`src/rtl/stat_report_pkg.sv`:
```
package stat_report_pkg;
  localparam int MAV_POS = 4;
  localparam int ESB_POS = 5;
  localparam int MSS_POS = 6;
  localparam int SUM_GAP = 3;

  typedef enum logic [2:0] {
    OP_IDLE       = 3'd0,
    OP_RD_EVT     = 3'd1,
    OP_RD_EVTMASK = 3'd2,
    OP_WR_EVTMASK = 3'd3,
    OP_RD_SRQMASK = 3'd4,
    OP_WR_SRQMASK = 3'd5,
    OP_QUERY      = 3'd6,
    OP_POLL       = 3'd7
  } hostOp_e;

  typedef enum logic [2:0] {
    SEL_NONE,
    SEL_EVT,
    SEL_EVTMASK,
    SEL_SRQMASK,
    SEL_QUERY,
    SEL_POLL
  } rdSel_e;

  typedef struct packed {
    logic   clrEvt;
    logic   wrEvtMask;
    logic   wrSrqMask;
    logic   clrRqs;
    rdSel_e rdSel;
  } ctrlStrobe_t;
endpackage

```
`src/rtl/stat_report_ctrl.sv`:
```
module stat_report_ctrl
  import stat_report_pkg::*;
(
  input  logic [2:0]  hostOp,
  output ctrlStrobe_t strobe
);
  always_comb begin
    strobe = '{clrEvt: 1'b0, wrEvtMask: 1'b0, wrSrqMask: 1'b0,
               clrRqs: 1'b0, rdSel: SEL_NONE};
    case (hostOp_e'(hostOp))
      OP_RD_EVT:     begin strobe.clrEvt = 1'b1; strobe.rdSel = SEL_EVT; end
      OP_RD_EVTMASK: strobe.rdSel = SEL_EVTMASK;
      OP_WR_EVTMASK: strobe.wrEvtMask = 1'b1;
      OP_RD_SRQMASK: strobe.rdSel = SEL_SRQMASK;
      OP_WR_SRQMASK: strobe.wrSrqMask = 1'b1;
      OP_QUERY:      strobe.rdSel = SEL_QUERY;
      OP_POLL:       begin strobe.clrRqs = 1'b1; strobe.rdSel = SEL_POLL; end
      default:       ;
    endcase
  end
endmodule

```
`src/rtl/stat_report_dp.sv`:
```
module stat_report_dp
  import stat_report_pkg::*;
#(
  parameter int BYTE_W = 8,
  localparam int USER_W = BYTE_W - SUM_GAP
) (
  input  logic              clk,
  input  logic              rstN,
  input  ctrlStrobe_t       strobe,
  input  logic [BYTE_W-1:0] wrData,
  input  logic [BYTE_W-1:0] evtPulse,
  input  logic              queueNotEmpty,
  input  logic [USER_W-1:0] userSum,
  output logic [BYTE_W-1:0] rdData,
  output logic              srqOut,
  output logic [BYTE_W-1:0] evtReg,
  output logic [BYTE_W-1:0] evtMask,
  output logic [BYTE_W-1:0] srqMask,
  output logic              mss
);
  logic [BYTE_W-1:0] evtNext;
  logic [BYTE_W-1:0] stbBase;
  logic [BYTE_W-1:0] stbQuery;
  logic [BYTE_W-1:0] stbPoll;
  logic              esb;
  logic              mssPrev;
  logic              rqsLatch;
  logic              mssRise;

  // a pulse in the read cycle is ORed in after the clear
  for (genvar i = 0; i < BYTE_W; i++) begin : g_evt
    assign evtNext[i] = (evtReg[i] & ~strobe.clrEvt) | evtPulse[i];
  end

  assign esb = |(evtReg & evtMask);

  // place the summary inputs around the three fixed positions
  for (genvar p = 0; p < BYTE_W; p++) begin : g_stb
    if (p == MAV_POS) begin : g_mav
      assign stbBase[p] = queueNotEmpty;
    end else if (p == ESB_POS) begin : g_esb
      assign stbBase[p] = esb;
    end else if (p == MSS_POS) begin : g_mss
      assign stbBase[p] = 1'b0;
    end else if (p < MAV_POS) begin : g_low
      assign stbBase[p] = userSum[p];
    end else begin : g_high
      assign stbBase[p] = userSum[p-SUM_GAP];
    end
  end

  // bit 6 of stbBase is always 0, so it never feeds the summary
  assign mss     = |(stbBase & srqMask);
  assign mssRise = mss & ~mssPrev;

  always_comb begin
    stbQuery          = stbBase;
    stbQuery[MSS_POS] = mss;
    stbPoll           = stbBase;
    stbPoll[MSS_POS]  = rqsLatch;
  end

  always_ff @(posedge clk) begin
    if (!rstN) begin
      evtReg   <= '0;
      evtMask  <= '0;
      srqMask  <= '0;
      mssPrev  <= 1'b0;
      rqsLatch <= 1'b0;
    end else begin
      evtReg   <= evtNext;
      mssPrev  <= mss;
      rqsLatch <= (rqsLatch & ~strobe.clrRqs) | mssRise;
      if (strobe.wrEvtMask) evtMask <= wrData;
      if (strobe.wrSrqMask) srqMask <= wrData;
    end
  end

  always_comb begin
    case (strobe.rdSel)
      SEL_EVT:     rdData = evtReg;
      SEL_EVTMASK: rdData = evtMask;
      SEL_SRQMASK: rdData = srqMask;
      SEL_QUERY:   rdData = stbQuery;
      SEL_POLL:    rdData = stbPoll;
      default:     rdData = '0;
    endcase
  end

  assign srqOut = rqsLatch;
endmodule

```
`src/rtl/stat_report_unit.sv`:
```
module stat_report_unit
  import stat_report_pkg::*;
#(
  parameter int BYTE_W = 8,
  localparam int USER_W = BYTE_W - SUM_GAP
) (
  input  logic              clk,
  input  logic              rstN,
  input  logic [2:0]        hostOp,
  input  logic [BYTE_W-1:0] hostWrData,
  output logic [BYTE_W-1:0] hostRdData,
  input  logic [BYTE_W-1:0] evtPulse,
  input  logic              queueNotEmpty,
  input  logic [USER_W-1:0] userSum,
  output logic              srqOut
);
  ctrlStrobe_t       strobe;
  logic [BYTE_W-1:0] evtReg;
  logic [BYTE_W-1:0] evtMask;
  logic [BYTE_W-1:0] srqMask;
  logic              mss;

  stat_report_ctrl u_ctrl (
    .hostOp (hostOp),
    .strobe (strobe)
  );

  stat_report_dp #(.BYTE_W(BYTE_W)) u_dp (
    .clk           (clk),
    .rstN          (rstN),
    .strobe        (strobe),
    .wrData        (hostWrData),
    .evtPulse      (evtPulse),
    .queueNotEmpty (queueNotEmpty),
    .userSum       (userSum),
    .rdData        (hostRdData),
    .srqOut        (srqOut),
    .evtReg        (evtReg),
    .evtMask       (evtMask),
    .srqMask       (srqMask),
    .mss           (mss)
  );
endmodule

```
`config.mk`:
```
export PLATFORM = sky130hd
export DESIGN_NAME = stat_report_unit
export DESIGN_NICKNAME = d
export VERILOG_FILES = /design/src/rtl/stat_report_pkg.sv /design/src/rtl/stat_report_ctrl.sv /design/src/rtl/stat_report_dp.sv /design/src/rtl/stat_report_unit.sv
export SDC_FILE = /design/constraint.sdc
export NUM_CORES = 1
export LEC_CHECK = 0
export BUFFER_PORTS_ARGS = -buffer_cell sky130_fd_sc_hd__buf_2
export CAP_MARGIN = 10
export CELL_PAD_IN_SITES_DETAIL_PLACEMENT = 1
export CELL_PAD_IN_SITES_GLOBAL_PLACEMENT = 1
export CORE_MARGIN = 2
export CORE_UTILIZATION = 43
export CTS_BUF_LIST = sky130_fd_sc_hd__clkbuf_4
export DETAILED_ROUTE_END_ITERATION = 6
export PLACE_DENSITY_LB_ADDON = 0.12
export SKIP_CTS_REPAIR_TIMING = 1
export SYNTH_ARGS = -nofsm -noshare
export SYNTH_HDL_FRONTEND = slang
export SYNTH_SLANG_ARGS = --single-unit
```
`constraint.sdc`:
```
create_clock -name clk -period 4.1 [get_ports clk]
set_input_delay 0.82 -clock clk [delete_from_list [all_inputs] [get_ports clk]]
set_output_delay 0.82 -clock clk [all_outputs]
set_load 0.02 [all_outputs]
```
==> run metrics <==
initial antenna violation count 0; Mean Syn Cell Area 9.187 um^2; cell count after synthesis 149; unrepaired setup endpoints after global routing no; placed cells around 220; Worst Tran Pin Value approximately 0.62 ns; Worst Hold Class reg -> reg; CP bufs+invs 2; largest family of logic cells by synthesized area compound AO/OA/AOI/OAI gates; layout cell share with drive strength beyond 1 25.28%; CTS HTree Levels 1; Final Hold Vio Count 0; critical path required time 3.28 ns; Leakage 0.6374 nW; vias in the first global route ~1,300; top cell type's share of synthesized area 38.03%; PwrDens 344.4 mW/mm^2; Net Count, Synth 177; Arrival @ worst endpoint 2.53 ns; Die H 60.42 um; Period Utilization, post-route 81.71%; dpl hpwl about 2800 um; peak per-stage delay on the critical path 0.51 ns; drt total wl approximately 3700 um; gpl congestion 0.8266; Distinct cells, synth 33; kind of cell adding the most delay to the critical path compound AO/OA/AOI/OAI gates; Vias/cell 5.617; crit path kind in -> out; worst clock skew approximately 0.013 ns; root buf cell clkbuf_4; # clock sinks 26; Pins Over Slew Limit 0; Core Region between 0.003 and 0.004 mm^2; commonest non-fill, non-tap cell in the layout buf_2; Worst setup EP type output port; Worst setup SP type input pin; first-pass GRT wire length 6127 um; commonest non-fill, non-tap cells in the layout 35 x buf_2, 26 x dfxtp_1, 19 x a22oi_1, 18 x nor2b_1, 11 x nand2_1; dominant cells by area after synthesis dfxtp_1 38%, a22oi_1 10%, nor2b_1 8.2%; Post-Synth Adder-Cell Area 1.463%; clock tree buffer depth 2; Die ar. around 0.0037 mm^2; Initial Utilization 44.84%; port bufs 35; nets 207; final worst path period need 3.350 ns; # IOs 36; Synth Area in Compound Gates 27.33%; Synth area leader dfxtp_1; Synth Warn # 0; post-synthesis xor/xnor area fraction 0%; via count 1,247; synthesized cell area 0.001369 mm^2; Antenna Cells 0; chip width slightly above 60 um; achievable frequency 0.2985 GHz; GR Util All Layers 22.51%; CTS buffer count 3; Yosys reg bits 26; Non-Filler Instances roughly 220; Simple-Gate Fraction of Synth Area 21.57%; grt ovf 0; DR iter-0 viols 26; Filler cells approximately 390; VDD IR-drop max approximately 0.16 mV; standard-cell rows 20; status finished, final reports clean; Max FO, Critical Path 20; mux cell area share after synthesis 5.850%; Final setup violation count 0; Clock transition at path regs between 0.1 and 0.15 ns; clk_lat worst skew 0.34 ns; register area 520.5 um^2; CP dominant cell by count buf_2; post-route ant nets 0; area of the multi-input gates 769.5 um^2; CTS tree built; Layout area overhead 15.45%; WL/cell 16.82 um; Worst slew margin 58.48%; register area share after synthesis between 30% and 40%; setup TNS 0 ns; largest net degree at the start of global routing 27; max_cap viols 0; Initial DRT Pass Iterations 5; Slowest-stage cell, CP fa_1; crit path cell chain buf_2 > fa_1 > o2111a_1 > a221o_1 > buf_2; number of remaining DRC errors 0
[final cells by class]
type	instances	share of cell area [%]
sequential	26	32.94
multi-input combinational	111	48.69
clock buffer	3	1.425
clock inverter	1	1.900
tap	44	3.484
inverter	2	0.4751
timing repair buffer	35	11.08
[metrics by stage]
stage                     cell area, um^2  hold slack, ns  utilization (%)  worst slack [ns]  total power [mW]
final                                1580          0.4795            51.76            0.7499            0.5442
after global placement               1528          0.4564            50.04            0.7823            0.3636
after floorplan                      1369          0.4386                -             1.212            0.3364
after detailed placement             1528          0.4704            50.04            0.7532            0.3677
after CTS                            1580          0.4917            51.76            0.7533            0.5494
after global routing                 1580          0.5137            51.76            0.5930            0.5700
[worst paths after layout]
check | start | endpoint | slack (ns) | cells after the start
hold reg to reg | u_dp.srqMask[6] | u_dp.srqMask[6] | 0.48 | 2
setup reg to reg | u_dp.evtReg[1] | u_dp.srqOut | 2.85 | 4
setup / recovery | hostOp[2] | hostRdData[5] | 0.75 | 5
hold / removal | u_dp.srqMask[6] | u_dp.srqMask[6] | 0.48 | 2
[registers in the layout, indices dropped and copies added (netlist names)]
register	count
u_dp.evtMask	8
u_dp.evtReg	8
u_dp.mssPrev	1
u_dp.srqMask	8
u_dp.srqOut	1
[synth_stat cells]
| library cell | instances |
|---|---|
| a21boi_0 | 8 |
| a21boi_1 | 1 |
| a21oi_1 | 8 |
| a221o_1 | 1 |
| a22oi_1 | 19 |
| a22oi_2 | 1 |
| a31oi_1 | 1 |
| a41oi_1 | 1 |
| and2b_1 | 1 |
| buf_2 | 3 |
| buf_6 | 4 |
| clkbuf_1 | 3 |
| dfxtp_1 | 26 |
| fa_1 | 1 |
| inv_1 | 2 |
| mux2i_1 | 8 |
| nand2_1 | 11 |
| nand2_2 | 1 |
| nand2b_1 | 2 |
| nand3_1 | 10 |
| nand3b_1 | 1 |
| nand4_1 | 2 |
| nor2_1 | 2 |
| nor2b_1 | 18 |
| nor2b_4 | 1 |
| nor3_4 | 1 |
| nor3b_1 | 1 |
| o2111a_1 | 1 |
| o21ai_0 | 6 |
| o21ai_2 | 1 |
| o21bai_1 | 1 |
| o22a_1 | 1 |
| o2bb2a_4 | 1 |
[worst min-delay path, delay by kind of cell, from the launching register on]
kind | cells | cell delay, ns
flip-flops | 1 | 0.34
AO/OA/AOI/OAI | 1 | 0.06
AND/OR/NAND/NOR | 1 | 0.05
[per-layer routing]
metal / track usage (%) / vias up / share of wire, % / wire length [um]
li1: - / 604 / - / -
met1: 29.83 / 609 / 46 / 1716
met2: 38.98 / 30 / 49 / 1825
met3: 2.345 / 4 / 4.2 / 156
met4: 6.522 / 0 / 0.94 / 35
met5: 0 / - / 0 / 0
[cell families after synthesis]
group	after synthesis
AND/OR/NAND/NOR	51
flip-flops	26
adder cells (fa/ha/maj)	1
buffers and inverters	12
multiplexers	8
AO/OA/AOI/OAI	51
[where the power goes]
part           internal [mW]  switching [mW]  total, mW
Clock                 0.0990          0.0830      0.182
Combinational         0.0358          0.0496     0.0854
Sequential             0.265          0.0113      0.277
No activity file was read; power rests on OpenSTA's default activity.
